[src/rtl/pmc_pkg.sv]
package pmc_pkg;
  typedef enum logic [1:0] {
    PM_RUN  = 2'd0,
    PM_HALT = 2'd1,
    PM_STOP = 2'd2,
    PM_WAIT = 2'd3
  } pm_state_e;
endpackage

[src/rtl/pmc_pok_sync.sv]
module pmc_pok_sync #(
  parameter int unsigned STAGES = 2
) (
  input  logic clk_i,
  input  logic rst_ni,
  input  logic async_i,
  output logic lvl_o,
  output logic rise_o
);
  logic [STAGES-1:0] sr_q;
  logic              prev_q;

  generate
    for (genvar g = 0; g < STAGES; g++) begin : g_stage
      if (g == 0) begin : g_first
        always_ff @(posedge clk_i or negedge rst_ni)
          if (!rst_ni) sr_q[g] <= 1'b0;
          else         sr_q[g] <= async_i;
      end else begin : g_next
        always_ff @(posedge clk_i or negedge rst_ni)
          if (!rst_ni) sr_q[g] <= 1'b0;
          else         sr_q[g] <= sr_q[g-1];
      end
    end
  endgenerate

  always_ff @(posedge clk_i or negedge rst_ni)
    if (!rst_ni) prev_q <= 1'b0;
    else         prev_q <= sr_q[STAGES-1];

  assign lvl_o  = sr_q[STAGES-1];
  assign rise_o = sr_q[STAGES-1] & ~prev_q;

  AST_RISE_SINGLE: assert property (@(posedge clk_i) disable iff (!rst_ni)
    rise_o |=> !rise_o) else $error("rise held");
endmodule

[src/rtl/pmc_trig.sv]
module pmc_trig (
  input  logic pok_lvl_i,
  input  logic pok_rise_i,
  input  logic wdt_i,
  input  logic wake_i,
  input  logic wake_delay_i,
  input  logic in_stop_i,
  output logic restart_o,
  output logic bypass_o
);
  logic wake_in_stop;
  assign wake_in_stop = in_stop_i & wake_i;
  // reset paths outrank every mode exit
  assign restart_o = ~pok_lvl_i | pok_rise_i | wdt_i | (wake_in_stop & wake_delay_i);
  assign bypass_o  = wake_in_stop & ~wake_delay_i & ~restart_o;
endmodule

[src/rtl/pmc_delay_timer.sv]
module pmc_delay_timer #(
  parameter int unsigned DELAY_TICKS = 16
) (
  input  logic clk_i,
  input  logic rst_ni,
  input  logic clear_i,
  input  logic run_i,
  input  logic tick_i,
  output logic done_o
);
  localparam int unsigned CW = $clog2(DELAY_TICKS + 1);
  localparam logic [CW-1:0] LAST = CW'(DELAY_TICKS - 1);

  logic [CW-1:0] cnt_q;
  logic          step;

  assign step   = run_i & tick_i & ~clear_i;
  assign done_o = step & (cnt_q == LAST);

  always_ff @(posedge clk_i or negedge rst_ni)
    if (!rst_ni)     cnt_q <= '0;
    else if (clear_i) cnt_q <= '0;
    else if (done_o)  cnt_q <= '0;
    else if (step)    cnt_q <= cnt_q + 1'b1;

  AST_CNT_BOUND: assert property (@(posedge clk_i) disable iff (!rst_ni)
    cnt_q <= LAST) else $error("count overflow");
  AST_CLEAR_ZERO: assert property (@(posedge clk_i) disable iff (!rst_ni)
    clear_i |=> cnt_q == '0) else $error("clear missed");
endmodule

[src/rtl/pmc_mode_fsm.sv]
module pmc_mode_fsm
  import pmc_pkg::*;
(
  input  logic      clk_i,
  input  logic      rst_ni,
  input  logic      restart_i,
  input  logic      bypass_i,
  input  logic      done_i,
  input  logic      halt_req_i,
  input  logic      stop_req_i,
  input  logic      irq_i,
  output pm_state_e state_o,
  output logic      restart_pulse_o,
  output logic      resume_pulse_o
);
  pm_state_e state_q, state_d;
  logic      rs_q, rs_d, rm_q, rm_d;

  always_comb begin
    state_d = state_q;
    rs_d    = 1'b0;
    rm_d    = 1'b0;
    if (restart_i) begin
      state_d = PM_WAIT;
    end else begin
      unique case (state_q)
        PM_WAIT: if (done_i) begin state_d = PM_RUN; rs_d = 1'b1; end
        PM_RUN: begin
          if (stop_req_i)      state_d = PM_STOP;
          else if (halt_req_i) state_d = PM_HALT;
        end
        PM_HALT: if (irq_i) begin state_d = PM_RUN; rm_d = 1'b1; end
        PM_STOP: if (bypass_i) begin state_d = PM_RUN; rs_d = 1'b1; end
        default: state_d = PM_WAIT;
      endcase
    end
  end

  always_ff @(posedge clk_i or negedge rst_ni)
    if (!rst_ni) begin
      state_q <= PM_WAIT;
      rs_q    <= 1'b0;
      rm_q    <= 1'b0;
    end else begin
      state_q <= state_d;
      rs_q    <= rs_d;
      rm_q    <= rm_d;
    end

  assign state_o         = state_q;
  assign restart_pulse_o = rs_q;
  assign resume_pulse_o  = rm_q;

  AST_TRIG_TO_WAIT: assert property (@(posedge clk_i) disable iff (!rst_ni)
    restart_i |=> state_q == PM_WAIT) else $error("trigger lost");
  AST_RESUME_FROM_HALT: assert property (@(posedge clk_i) disable iff (!rst_ni)
    rm_q |-> $past(state_q) == PM_HALT && state_q == PM_RUN) else $error("bad resume");
  AST_RESTART_SRC: assert property (@(posedge clk_i) disable iff (!rst_ni)
    rs_q |-> ($past(state_q) == PM_WAIT || $past(state_q) == PM_STOP)) else $error("bad restart");
  AST_STOP_WINS: assert property (@(posedge clk_i) disable iff (!rst_ni)
    (state_q == PM_RUN && stop_req_i && halt_req_i && !restart_i) |=> state_q == PM_STOP)
    else $error("halt beat stop");
endmodule

[src/rtl/pwr_mode_ctrl.sv]
module pwr_mode_ctrl
  import pmc_pkg::*;
#(
  parameter int unsigned DELAY_TICKS = 16,
  parameter int unsigned SYNC_STAGES = 2,
  parameter int unsigned VEC_W       = 16,
  parameter logic [VEC_W-1:0] RESTART_VEC = VEC_W'(16'h000C)
) (
  input  logic             clk_i,
  input  logic             rst_ni,
  input  logic             slow_tick_i,
  input  logic             pwr_ok_i,
  input  logic             wdt_timeout_i,
  input  logic             wake_delay_i,
  input  logic             stop_wake_i,
  input  logic             halt_req_i,
  input  logic             stop_req_i,
  input  logic             irq_i,
  output logic             cpu_clk_en_o,
  output logic             osc_en_o,
  output logic             core_reset_o,
  output logic             restart_vec_valid_o,
  output logic [VEC_W-1:0] restart_vec_o,
  output logic             resume_o
);
  logic      pok_lvl, pok_rise, restart, bypass, done;
  pm_state_e state;
  logic      rs_pulse, rm_pulse;

  pmc_pok_sync #(.STAGES(SYNC_STAGES)) i_sync (
    .clk_i(clk_i), .rst_ni(rst_ni), .async_i(pwr_ok_i),
    .lvl_o(pok_lvl), .rise_o(pok_rise)
  );

  pmc_trig i_trig (
    .pok_lvl_i(pok_lvl), .pok_rise_i(pok_rise), .wdt_i(wdt_timeout_i),
    .wake_i(stop_wake_i), .wake_delay_i(wake_delay_i),
    .in_stop_i(state == PM_STOP), .restart_o(restart), .bypass_o(bypass)
  );

  pmc_delay_timer #(.DELAY_TICKS(DELAY_TICKS)) i_timer (
    .clk_i(clk_i), .rst_ni(rst_ni), .clear_i(restart),
    .run_i(state == PM_WAIT), .tick_i(slow_tick_i), .done_o(done)
  );

  pmc_mode_fsm i_fsm (
    .clk_i(clk_i), .rst_ni(rst_ni), .restart_i(restart), .bypass_i(bypass),
    .done_i(done), .halt_req_i(halt_req_i), .stop_req_i(stop_req_i),
    .irq_i(irq_i), .state_o(state), .restart_pulse_o(rs_pulse),
    .resume_pulse_o(rm_pulse)
  );

  assign cpu_clk_en_o        = (state == PM_RUN);
  assign osc_en_o            = (state != PM_STOP);
  assign core_reset_o        = (state == PM_WAIT);
  assign restart_vec_valid_o = rs_pulse;
  assign restart_vec_o       = rs_pulse ? RESTART_VEC : '0;
  assign resume_o            = rm_pulse;

  AST_BYPASS_NO_DELAY: assert property (@(posedge clk_i) disable iff (!rst_ni)
    bypass |=> !core_reset_o && restart_vec_valid_o) else $error("bypass delayed");
  AST_POK_LOW_HOLDS: assert property (@(posedge clk_i) disable iff (!rst_ni)
    !pok_lvl |=> core_reset_o) else $error("ran without power");
  AST_NO_DUAL_PULSE: assert property (@(posedge clk_i) disable iff (!rst_ni)
    !(restart_vec_valid_o && resume_o)) else $error("dual pulse");
endmodule

[config.mk]
export PLATFORM = sky130hd
export DESIGN_NAME = pwr_mode_ctrl
export DESIGN_NICKNAME = d
export VERILOG_FILES = /design/src/rtl/pmc_pkg.sv /design/src/rtl/pmc_pok_sync.sv /design/src/rtl/pmc_trig.sv /design/src/rtl/pmc_delay_timer.sv /design/src/rtl/pmc_mode_fsm.sv /design/src/rtl/pwr_mode_ctrl.sv
export SDC_FILE = /design/constraint.sdc
export NUM_CORES = 1
export LEC_CHECK = 0
export BUFFER_PORTS_ARGS = -buffer_cell sky130_fd_sc_hd__buf_2
export CELL_PAD_IN_SITES_DETAIL_PLACEMENT = 0
export CELL_PAD_IN_SITES_GLOBAL_PLACEMENT = 2
export CORE_UTILIZATION = 24
export DETAILED_ROUTE_END_ITERATION = 16
export GPL_TIMING_DRIVEN = 0
export PLACE_DENSITY_LB_ADDON = 0.1
export REMOVE_ABC_BUFFERS = 1
export SKIP_LAST_GASP = 1
export SLEW_MARGIN = 0
export SYNTH_ARGS = -nofsm -noshare
export SYNTH_HDL_FRONTEND = slang
export SYNTH_HIERARCHICAL = 1
export SYNTH_SLANG_ARGS = --single-unit
[constraint.sdc]
create_clock -name clk_i -period 1.8 [get_ports clk_i]
set_input_delay 0.09 -clock clk_i [delete_from_list [all_inputs] [get_ports clk_i]]
set_output_delay 0.09 -clock clk_i [all_outputs]
set_load 0.02 [all_outputs]
* Word level (Yosys, flattened, before mapping)
Cells that the tools add are included.
** Cells by class
- Muxes and demuxes :: 18
- Add/subtract/negate cells :: 1
- Reduce and logical (&&, ||, !) cells :: 3
- Eq/ne operators :: 9
- Bitwise gates (word level) :: 15
** Operators with widths (count)
- two-way mux 5 bit :: 3
- two-way mux 2 bit :: 6
- AND 1 bit :: 8
- case mux 2 bit (4 select lines) :: 1
- two-way mux 1 bit :: 6
- != test 3 x 2 -> 1 bit (second input constant) :: 2
- adder 5 x 1 -> 5 bit (second input constant) :: 1
- equality test 5 x 4 -> 1 bit (second input constant) :: 1
- equality test 2 bit (second input constant) :: 2
- two-way mux 4 bit :: 1
- != test 4 x 3 -> 1 bit (second input constant) :: 1
- inverter 1 bit :: 4
- AND reduction 4 bit :: 1
- != test 3 bit (second input constant) :: 1
- OR 1 bit :: 3
- nonzero test 3 bit :: 1
- equality test 2 x 1 -> 1 bit (second input constant) :: 1
- logical NOT 2 bit :: 1
- != test 2 bit (second input constant) :: 1
- case mux 1 bit (2 select lines) :: 1
** Word-level totals
- Output and inout bits :: 21
- Input port bits :: 10
- Bits in registers :: 12
- Word-level logic and storage cells :: 53

* Depth between registers and ports, before layout
Gate-level depths: netlist (run 1).
- Word-level depth :: 11
- Gate-level depth with buffers :: 6
- Mapped depth without buffers :: 6

* Modules after synthesis
Netlist (run 1), hierarchy kept.
** By module, submodules not included
- pmc_delay_timer :: times used 1, seq. area each 125.1 µm², cells each 25, area an instance 247.7 µm²
- pmc_mode_fsm :: times used 1, seq. area each 102.6 µm², cells each 15, area an instance 192.7 µm²
- pwr_mode_ctrl :: times used 1, seq. area each 0.0 µm², cells each 21, area an instance 146.4 µm²
- pmc_pok_sync :: times used 1, seq. area each 75.1 µm², cells each 4, area an instance 88.8 µm²
- pmc_trig :: times used 1, seq. area each 0.0 µm², cells each 4, area an instance 31.3 µm²

* Least setup slack after synthesis (run 1)
No wires, ideal clock.
- Path kind :: register -> register
- From :: register i_fsm.state_q[1] (netlist: i_fsm/state_o[1])
- To :: register i_fsm.state_q[0] (netlist: i_fsm/state_o[0])
- Slack :: 0.124 ns
- Period minus slack after synthesis :: 1.676 ns
- Stages on the path, launching flop included :: 6
- Setup time :: 0.082 ns
- Required time :: 1.718 ns
- Data arrival time :: 1.594 ns
- Path buffers :: 0
- Cell sequence :: dfstp_2 > and2_1 > nand2_2 > nor3_1 > mux2i_1 > a211o_1
** Between the ends
- Elaborated cells on any way between the ends :: 20
- Those cells by class :: 7 x eq/ne; 2 x mux; 9 x bitwise; 2 x reduce/logical
** RTL lines
- start, declared :: RTL line pmc_mode_fsm.sv:16 : pm_state_e state_q, state_d;
- start signal, assigned :: RTL line pmc_mode_fsm.sv:45 : state_q <= state_d;
- equality test 2 bit
- net core_reset_o :: RTL line pwr_mode_ctrl.sv:21 : output logic core_reset_o,
- AND 1 bit (2 in a row) :: RTL line pmc_delay_timer.sv:17 : assign step = run_i & tick_i & ~clear_i;
- AND 1 bit :: RTL line pmc_delay_timer.sv:18 : assign done_o = step & (cnt_q == LAST);
- net done :: RTL line pwr_mode_ctrl.sv:26 : logic pok_lvl, pok_rise, restart, bypass, done;
- != test 3 x 2 -> 1 bit (no line)
- AND reduction 4 bit (no line)
The timed path passes the listed nets, and every way through them passes these cells.
A chain may end at the register's enable or synchronous reset.

* Worst setup path in the final report (run 1)
- From :: register i_fsm.state_q[0] (netlist: i_fsm/state_o[0])
- To :: register i_fsm.state_q[0] (netlist: i_fsm/state_o[0])
** Between the ends
- Cells in the longest elaborated chain, start to end :: 9
- Elaborated cells on any way between the ends :: 20
- Those cells by class :: 7 x eq/ne; 2 x mux; 9 x bitwise; 2 x reduce/logical
** RTL lines
- equality test 2 bit :: RTL line pwr_mode_ctrl.sv:38 : .in_stop_i(state == PM_STOP), .restart_o(restart), .bypass_o(bypass)
- AND 1 bit :: RTL line pmc_trig.sv:12 : assign wake_in_stop = in_stop_i & wake_i;
- AND 1 bit :: RTL line pmc_trig.sv:14 : assign restart_o = ~pok_lvl_i | pok_rise_i | wdt_i | (wake_in_stop & wake_delay_i);
- OR 1 bit :: RTL line pmc_trig.sv:14
- net restart :: RTL line pwr_mode_ctrl.sv:26
- inverter 1 bit :: RTL line pmc_delay_timer.sv:17
- AND 1 bit :: RTL line pmc_delay_timer.sv:17
- AND 1 bit :: RTL line pmc_delay_timer.sv:18
- net done :: RTL line pwr_mode_ctrl.sv:26
- != test 3 x 2 -> 1 bit (no line)
- AND reduction 4 bit (no line)
The timed path passes the listed nets, and every way through them passes these cells.

==> results of run 1 <==
[what timing repair did]
action,4_1_cts,5_1_grt
resized for setup,2,2
buffers inserted,0,3
endpoints found under the hold margin,13,0
hold buffers,2,0
setup endpoints to repair,2,2
[placed cells by master, fill, tap and decap left out, drive strengths merged]
cell type,count
clkbuf,4
and4bb,1
conb,14
buf,19
mux2,1
nor2b,2
or3,1
or3b,1
mux2i,1
nor2,3
and2,2
a21oi,2
a311oi,1
a31oi,1
nor4b,1
nand4b,1
and4b,1
nand3b,1
nand2b,1
nor3b,1
nand4,1
inv,2
dfrtp,10
nor3,1
o311ai,1
nand2,5
dlygate4sd3,2
ha,1
a211o,1
xnor2,1
dfstp,2
and3,2
nand3,3
[cell families (layout without fill, tap and decap cells)]
logic type / count (synthesis) / count (layout) / synth area share [%]
buf+inv: 18 / 27 / 18.1
xor+xnor: 1 / 1 / 1.24
other cells: 1 / 14 / 0.530
simple gates: 28 / 28 / 26.6
mux: 2 / 2 / 3.01
compound gates: 6 / 6 / 6.02
flops: 12 / 12 / 42.8
fa+ha+maj: 1 / 1 / 1.77
[worst max-delay path, cell delays in order, from the launching register on]
cell	delay, ps
dfstp_2	620
nor2b_1	80
nand3_1	130
nand2_4	110
nor3_4	240
mux2i_1	100
a211o_1	290
[stage by stage]
| step | setup TNS [ps] | hold WS, ps | util [%] | instances | total power, W |
|---|---|---|---|---|---|
| after floorplan | 0 | -206 | - | 66 | 0.000318 |
| after global placement | -252 | -0.299 | 27.1 | 113 | 0.000339 |
| after detailed placement | -236 | -6.02 | 27.1 | 113 | 0.000339 |
| after CTS | -1.81 | 73.9 | 29.4 | 119 | 0.000571 |
| after global routing | 0 | 86.5 | 31.1 | 122 | 0.000593 |
| final | 0 | 86.2 | 31.1 | 122 | 0.000557 |
[flip-flops by register name, indices dropped and copies added, names as in the netlist]
name	cells
i_timer/cnt_q	5
i_fsm/state_o	2
i_fsm/resume_pulse_o	1
i_sync/prev_q	1
i_fsm/restart_pulse_o	1
i_sync/lvl_o	1
i_sync/sr_q	1
[area by class of cell]
| type | instances | area (sq um) |
|---|---|---|
| timing repair buffer | 21 | 135 |
| sequential | 12 | 303 |
| fill | 314 | 1920 |
| multi-input combinational | 52 | 344 |
| clock buffer | 4 | 36.3 |
| tap | 31 | 38.8 |
| inverter | 2 | 7.51 |
[power groups by stage]
stage | clock network, W | logic, W | registers, W
after global routing | 0.000247 | 0.0000675 | 0.000278
after global placement | 0 | 0.0000564 | 0.000282
final | 0.000218 | 0.0000613 | 0.000277
after floorplan | 0 | 0.0000367 | 0.000282
after CTS | 0.000233 | 0.0000606 | 0.000277
after detailed placement | 0 | 0.0000565 | 0.000282
[routing by layer]
metal  share of wire, %  vias to the layer above  wire length [microns]
met5                  0                        -                      0
met4                  0                        0                      0
met3                8.3                        0                    106
met2                 46                       25                    596
met1                 45                      234                    580
li1                   -                      254                      -
[final timing paths]
check | from | endpoint | slack (ps) | cells after the start
setup / recovery | i_fsm/state_o[0] | i_fsm/state_o[0] | 160 | 6
hold / removal | slow_tick_i | i_timer/cnt_q[1] | 90 | 3
setup reg to reg | i_fsm/state_o[0] | i_fsm/state_o[0] | 160 | 6
hold reg to reg | i_sync/sr_q[0] | i_sync/lvl_o | 350 | 0
max in group asynchronous | rst_ni | i_fsm/state_o[1] | 1290 | 2
min in group asynchronous | rst_ni | i_timer/cnt_q[0] | 230 | 2
==> results.md, run 1 <==
- Status: finished, final reports clean
- Flops & latches, synth: 12
- Busiest grt layer: met2
- Final hold vios: 0
- Clock Sinks: 12
- Fin crit share: 91.2%
- Synthesized area: 707 sq um
- Setup ws final: 159 ps
- Nature of the critical path startpoint: flop
- Psw: 0.000143 W
- DIE HEIGHT: 56.3 microns
- Sw Share: 25.7%
- Clock Tree Buf Depth: 2
- Die W: 56.3 microns
- CTS tree: built
- Pre-CTS WS: -130 ps
- Most frequent cell after synthesis: buf_4
- Async S/R FF share, synth: 100%
- Peak VDD IR: 0.000311 V
- Maxcap violations: 0
- Number of I/O port buffers: 16
- Area leader, netlist: dfrtp_1
- Drt via density: 4.20
- Core Box Area: 2780 sq um
- 1st-iter DRT viols: 7
- Final Setup Violations: 0
- Minimum clock period: 1640 ps
- RSZ-0062 raised after global routing: no
- I/O pin cnt: 31
- Crit-path max FO: 10
- Final Max Slew Viols: 0
- Synth Flop Type: dfrtp_1
- Num CTS Buffers: 3
- Final instance area: 865 sq um
- Ys Warns: 6
- Synth area leaders: dfrtp_1 35%, buf_4 17%, dfstp_2 7.4%
- H-tree levels: 1
- Residual DRC count: 0
- Worst setup EP type: flop
- Clock Power Share: 39.2%
- Row cnt: 19
- Leak: 0.432 nW
- Clock-pin transition on the worst setup and hold timing paths: 80 ps
- Starting density of the core: 25.4%
- Routing usage on met2: 14.1%
- Combinational share of power: 11.0%
- Final WL: 1280 microns
- Met3 Resource Use GR: 4.84%
- Post-DP HPWL: 932 microns
- Clk_lat worst skew: 270 ps
- Mean post-synth cell area: 10.2 sq um
- Routed via count: 513
- Initial antenna violation count: 0
- Peak Freq: 609 MHz
- Post-DR wirelength/cell: 10.5 microns
- Seq/Total Area, Yosys: 42.8%
- Global-route usage over all layers: 9.11%
- Synth top area share: 35.4%
- Vias in the first global route: 483
- Antenna viol nets, final: 0
- Met1 Use GR: 11.2%
- Area added between synthesis and finish: 22.3%
- Clk_skew: 2.99 ps
- Seq pwr share: 49.8%
- Syn Inst Count: 69
- Ant. Diodes: 0
- Netlist cell types: 35
- Worst Hold Class: primary input to flop
- CP Data Arrival Time: 1850 ps
- Placed inst area: 754 sq um
- P per Cell Area: 644 nW/um^2
- Total gr overflow: 0
- Largest net degree at the start of global routing: 13
- Nets: 103
- Root Buffer: clkbuf_4
- First drt pass iteration count: 4
- First-pass GRT wire length: 2170 microns
- Layout cells sized above 1: 37.4%
- WS Path Type: flop to flop
- Int Pwr: 0.000413 W
- Most frequent cells after synthesis: 16 x buf_4, 10 x dfrtp_1, 4 x nand2_1
- Die area: 3170 sq um
- Placer Congestion: 0.641
- CP required: 2010 ps
- Post-synth EDFFs: 0
Note: power is estimated with default switching activity, not from simulation.
==> run 2: changes to the inputs <==
CORE_ASPECT_RATIO = 0.9   (was not set)
REMOVE_ABC_BUFFERS = not set   (was 1)
==> run 2 against run 1 <==
Clock-buffer cell count did not move. Combinational power rose by 40%. Design area rose by 13%. Highest routed layer is now met4. Global-route usage rose by 0.22 points.
==> results.md, run 2 (synthesized netlist as in run 1, its figures left out) <==
- Peak Freq: 594 MHz (-2.5%)
- Layout cells sized above 1: 46.2% (+8.9 points)
- Cell at the slowest stage of the critical path: dfstp_2
- Clock Tree Buf Depth: 2 (unchanged)
- WS Path Type: flop to flop
- Worst setup EP type: flop
- Cell count after placement: 138 (+22%)
- Post-DP HPWL: 1010 microns (+8.0%)
- Status: finished, final reports clean
- Die W: 59.2 microns (+5.2%)
- Non-Filler Instances: 146 (+20%)
- 1st-iter DRT viols: 6 (-1)
- Leak: 0.502 nW (+16%)
- Final hold vios: 0 (unchanged)
- Pre-CTS WS: -166 ps (-36.5 ps)
- Max reg flops: 5 (unchanged)
- Placer Congestion: 0.754 (+18%)
- Clk_lat worst skew: 270 ps (about the same)
- Hold slack: 92.4 ps (+6.25 ps)
- Area of the multi-input gates: 344 sq um (unchanged)
- Row cnt: 18 (-1)
- Setup ws final: 116 ps (-42.6 ps)
- DIE HEIGHT: 53.5 microns (-4.9%)
- Clock Sinks: 12 (unchanged)
- Total gr overflow: 0 (unchanged)
- Post-DR wirelength/cell: 8.95 microns (-15%)
- First drt pass iteration count: 2 (-2)
- Final WL: 1310 microns (+1.9%)
- CP Data Arrival Time: 1850 ps (about the same)
- Maxcap violations: 0 (unchanged)
- Final Setup Violations: 0 (unchanged)
- Number of I/O port buffers: 16 (unchanged)
- Clock-pin transition on the worst setup and hold timing paths: 80 ps (about the same)
- Final Max Slew Viols: 0 (unchanged)
- Global-route usage over all layers: 9.33% (+0.22 points)
- Crit-path cells: nor2b_1, nand3_1, nand2_4, nor3_2, mux2_2, and3_2
- RSZ-0062 raised after global routing: no
- Register Area: 303 sq um (unchanged)
- Most frequent cells in the layout: 18 x buf_4, 16 x buf_2, 14 x conb_1
- Minimum clock period: 1680 ps (+42.6 ps)
- Die area: 3170 sq um (about the same)
- Num CTS Buffers: 3 (unchanged)
- Clk_skew: 4.68 ps (+1.69 ps)
- Core Box Area: 2770 sq um (-0.40%)
- Setup TNS: 0 ps (unchanged)
- CTS tree: built
- Ant. Diodes: 0 (unchanged)
- Routed via count: 556 (+8.4%)
- Vias in the first global route: 447 (-7.5%)
- CP required: 1970 ps (-40 ps)
- Nature of the critical path startpoint: flop
- Area added between synthesis and finish: 38.1%
- First-pass GRT wire length: 2080 microns (-4.2%)
- Residual DRC count: 0 (unchanged)
- Largest net degree at the start of global routing: 13 (unchanged)
- I/O pin cnt: 31 (unchanged)
- Antenna viol nets, final: 0 (unchanged)
- P per Cell Area: 591 nW/um^2 (-8.2%)
- Starting density of the core: 25.5% (+0.10 points)
- Nets: 118 (+15%)
- Root Buffer: clkbuf_4
- Fillers: 292 (-7.0%)
- Fin crit share: 93.5% (+2.4 points)
- CP peak stage delay: 580 ps (-40 ps)
- Most common cell after layout, fill and taps aside: buf_4
- Drt via density: 3.81 (-9.4%)
- Initial antenna violation count: 0 (unchanged)
- Crit-path max FO: 9 (-1)
- Worst Hold Class: primary input to flop
- Biggest register: i_timer/cnt_q
- H-tree levels: 1 (unchanged)
- Peak VDD IR: 0.000366 V (+18%)
==> run 2: what timing repair did <==
item | in CTS | in global routing
hold buffers | 2 | 0
setup endpoints to repair | 3 | 2
hold endpoints to repair | 13 | 0
setup buffers | 0 | 2
pin swaps | 0 | 0
gates resized for setup | 2 | 2
==> run 2: final cells by class <==
cell class	count	share of cell area, %
plain buffers	16	12.3
clock buffers	4	3.72
inverters	2	0.769
multi-input cells	52	35.3
flip-flops and latches	12	31.0
well taps	40	5.13
repair buffers	20	11.8
==> run 2: worst max-delay path, delay by kind of cell, from the launching register on <==
family / cells / cell delay [ps]
simple gates: 5 / 740
flops: 1 / 580
mux: 1 / 260
==> run 2: power by group <==
part	internal [W]	switching, W
combinational	0.0000378	0.0000483
clock	0.000123	0.0000906
sequential	0.000274	0.00000286
total	0.000435	0.000142
==> run 2: per-layer routing <==
metal / up-vias / track usage, % / part of all wire (%)
met2: 22 / 13.7 / 44
met4: 0 / 5.95 / 2.1
li1: 284 / - / -
met5: - / 0 / 0
met1: 248 / 11.3 / 47
met3: 2 / 3.67 / 6.4
==> run 2: through the flow <==
stage | util, % | area, sq um | total power [W]
finish | 35.2 | 976 | 0.000577
floorplan | - | 756 | 0.000342
global placement | 32.0 | 886 | 0.000361
global route | 35.2 | 976 | 0.000608
CTS | 34.3 | 950 | 0.000582
detailed placement | 32.0 | 886 | 0.000362
==> run 2: path summary, 6_finish.rpt <==
path                             startpoint               endpoint  slack (ps)  cells past startpoint
setup / recovery           i_fsm/state_o[1]  i_fsm/restart_pulse_o         120                      6
min in group asynchronous            rst_ni       i_timer/cnt_q[3]         220                      2
hold / removal                  slow_tick_i       i_timer/cnt_q[1]          90                      3
hold reg to reg              i_sync/sr_q[0]           i_sync/lvl_o         350                      0
setup reg to reg           i_fsm/state_o[1]  i_fsm/restart_pulse_o         120                      6
max in group asynchronous            rst_ni       i_fsm/state_o[0]        1310                      2
==> run 3: changes to the inputs <==
--- a/config.mk
+++ b/config.mk
@@ -14,4 +14,5 @@
 export GPL_TIMING_DRIVEN = 0
 export PLACE_DENSITY_LB_ADDON = 0.1
+export REMOVE_ABC_BUFFERS = 1
 export SKIP_LAST_GASP = 1
 export SLEW_MARGIN = 0
==> constraint.sdc (replaced) <==
create_clock -name clk_i -period 1.8 [get_ports clk_i]
set_input_delay 0.27 -clock clk_i [delete_from_list [all_inputs] [get_ports clk_i]]
set_output_delay 0.27 -clock clk_i [all_outputs]
set_load 0.02 [all_outputs]
==> run 3 against run 2 <==
Worst hold slack improved by 7.5 ps. Design area fell by 11%. Register-to-register slack improved by 50 ps. Global-route usage fell by 0.80 points. Maximum frequency rose by 2.8%. Sequential share of layout area rose by 3.7 points. Wire length fell by 3.7%. Critical path type unchanged.
==> results.md, run 3 (synthesized netlist as in run 1, its figures left out) <==
- Largest net degree at the start of global routing: 13 (unchanged)
- Layout cells sized above 1: 39.8% (-6.4 points)
- Antenna viol nets, final: 0 (unchanged)
- Placed inst area: 766 sq um (-14%)
- 1st-iter DRT viols: 2 (-4)
- Most common cell after layout, fill and taps aside: buf_2
- Worst Hold Class: primary input to flop
- Crit-path max FO: 8 (-1)
- Nets: 105 (-11%)
- Final instance area: 871 sq um (-11%)
- Clock Sinks: 12 (unchanged)
- P per Cell Area: 637 nW/um^2 (+7.9%)
- Max reg flops: 5 (unchanged)
- Placer Congestion: 0.647 (-14%)
- Status: finished, final reports clean
- Core Box Area: 2770 sq um (unchanged)
- Clk_lat worst skew: 270 ps (about the same)
- DIE HEIGHT: 53.5 microns (unchanged)
- Clock Tree Buf Depth: 2 (unchanged)
- Biggest register: i_timer/cnt_q
- Root Buffer: clkbuf_4
- Worst setup EP type: flop
- Post-DP HPWL: 936 microns (-7.0%)
- Hold Crit Start: pwr_ok_i
- Ant. Diodes: 0 (unchanged)
- Drt via density: 3.99 (+4.8%)
- Minimum clock period: 1640 ps (-45.7 ps)
- CP Data Arrival Time: 1800 ps (-50 ps)
- Starting density of the core: 25.5% (unchanged)
- Number of I/O port buffers: 16 (unchanged)
- First-pass GRT wire length: 1880 microns (-9.6%)
- CP required: 1970 ps (about the same)
- Routed via count: 531 (-4.5%)
- Area added between synthesis and finish: 23.2%
- Nature of the critical path startpoint: flop
- Final hold vios: 0 (unchanged)
- Fillers: 292 (unchanged)
- Peak Freq: 610 MHz (+2.8%)
- RSZ-0062 raised after global routing: no
- Critical R2R Launch: i_fsm/state_o[1]
- First drt pass iteration count: 3 (+1)
- Final WL: 1260 microns (-3.7%)
- Global-route usage over all layers: 8.53% (-0.80 points)
- Row cnt: 18 (unchanged)
- Hold slack: 99.9 ps (+7.45 ps)
- Post-DR wirelength/cell: 9.46 microns (+5.7%)
- WS Path Type: flop to flop
- Clk_skew: 1.46 ps (-3.22 ps)
- Residual DRC count: 0 (unchanged)
- Clock-pin transition on the worst setup and hold timing paths: 80 ps (about the same)
- Total gr overflow: 0 (unchanged)
- Most frequent cells in the layout: 16 x buf_2, 14 x conb_1, 10 x dfrtp_1
- Die area: 3170 sq um (unchanged)
- I/O pin cnt: 31 (unchanged)
- CP Launch Point: i_fsm/state_o[1]
- Fin crit share: 91.0% (-2.5 points)
- Final Max Slew Viols: 0 (unchanged)
- Final Setup Violations: 0 (unchanged)
- Num CTS Buffers: 3 (unchanged)
- Vias in the first global route: 389 (-13%)
- Peak VDD IR: 0.000272 V (-26%)
- Die W: 59.2 microns (unchanged)
- FF-to-FF setup slack: 160 ps (+50 ps)
- Initial antenna violation count: 0 (unchanged)
- Leak: 0.433 nW (-14%)
- Maxcap violations: 0 (unchanged)
- CTS tree: built
- H-tree levels: 1 (unchanged)
[run 3: final cells by class]
cell class                      count  area, sq um  share of cell area, %
Tap cell                           40         50.0                   5.75
Sequential cell                    12          303                   34.8
Inverter                            2         7.51                  0.862
Multi-Input combinational cell     52          339                   38.9
Clock buffer                        4         36.3                   4.17
Timing Repair Buffer               23          135                   15.5
[run 3: power breakdown]
part / leakage [nW] / internal, W / total, W / switching (W)
registers: 0.153 / 0.000274 / 0.000277 / 0.00000281
logic: 0.258 / 0.0000189 / 0.0000636 / 0.0000447
clock network: 0.0210 / 0.000123 / 0.000214 / 0.0000914
[run 3: timing repair]
action,4_1_cts,5_1_grt
setup endpoints to repair,2,2
resized for setup,2,1
hold buffers,1,0
pin swaps,0,1
cloned,0,0
buffers inserted,0,6
hold endpoints to repair,10,0
[run 3: final timing paths]
check | to | cells after the start
worst max-delay path | i_fsm/restart_pulse_o | 6
worst min-delay path | i_sync/sr_q[0] | 1
worst max register to register | i_fsm/restart_pulse_o | 6
worst min register to register | i_sync/lvl_o | 0
max in group asynchronous | i_fsm/state_o[0] | 2
min in group asynchronous | i_timer/cnt_q[4] | 2
[run 3: stage by stage]
stage	power (W)	setup TNS [ps]	util [%]	instances	setup slack, ps
5_1_grt	0.000589	0	31.4	133	66.5
4_1_cts	0.000562	0	29.6	127	15.8
2_1_floorplan	0.000318	0	-	66	124
6_report	0.000555	0	31.4	133	162
3_3_place_gp	0.000339	-245	27.6	122	-144
3_5_place_dp	0.000338	-185	27.6	122	-107
[run 3: per-layer routing]
metal  global-route usage, %  up-vias  wire, microns
met5                       0        -              0
met4                       0        0              0
met3                    5.13        0             81
met2                    11.8       25            544
met1                    11.8      248            632
li1                        -      258              -
[run 3: critical path, cell delays in order (launching register included)]
cell	delay, ps
dfstp_2	590
nor2b_1	170
nand3_1	100
nand2_2	140
nor3_4	70
mux2_2	260
and3_2	200
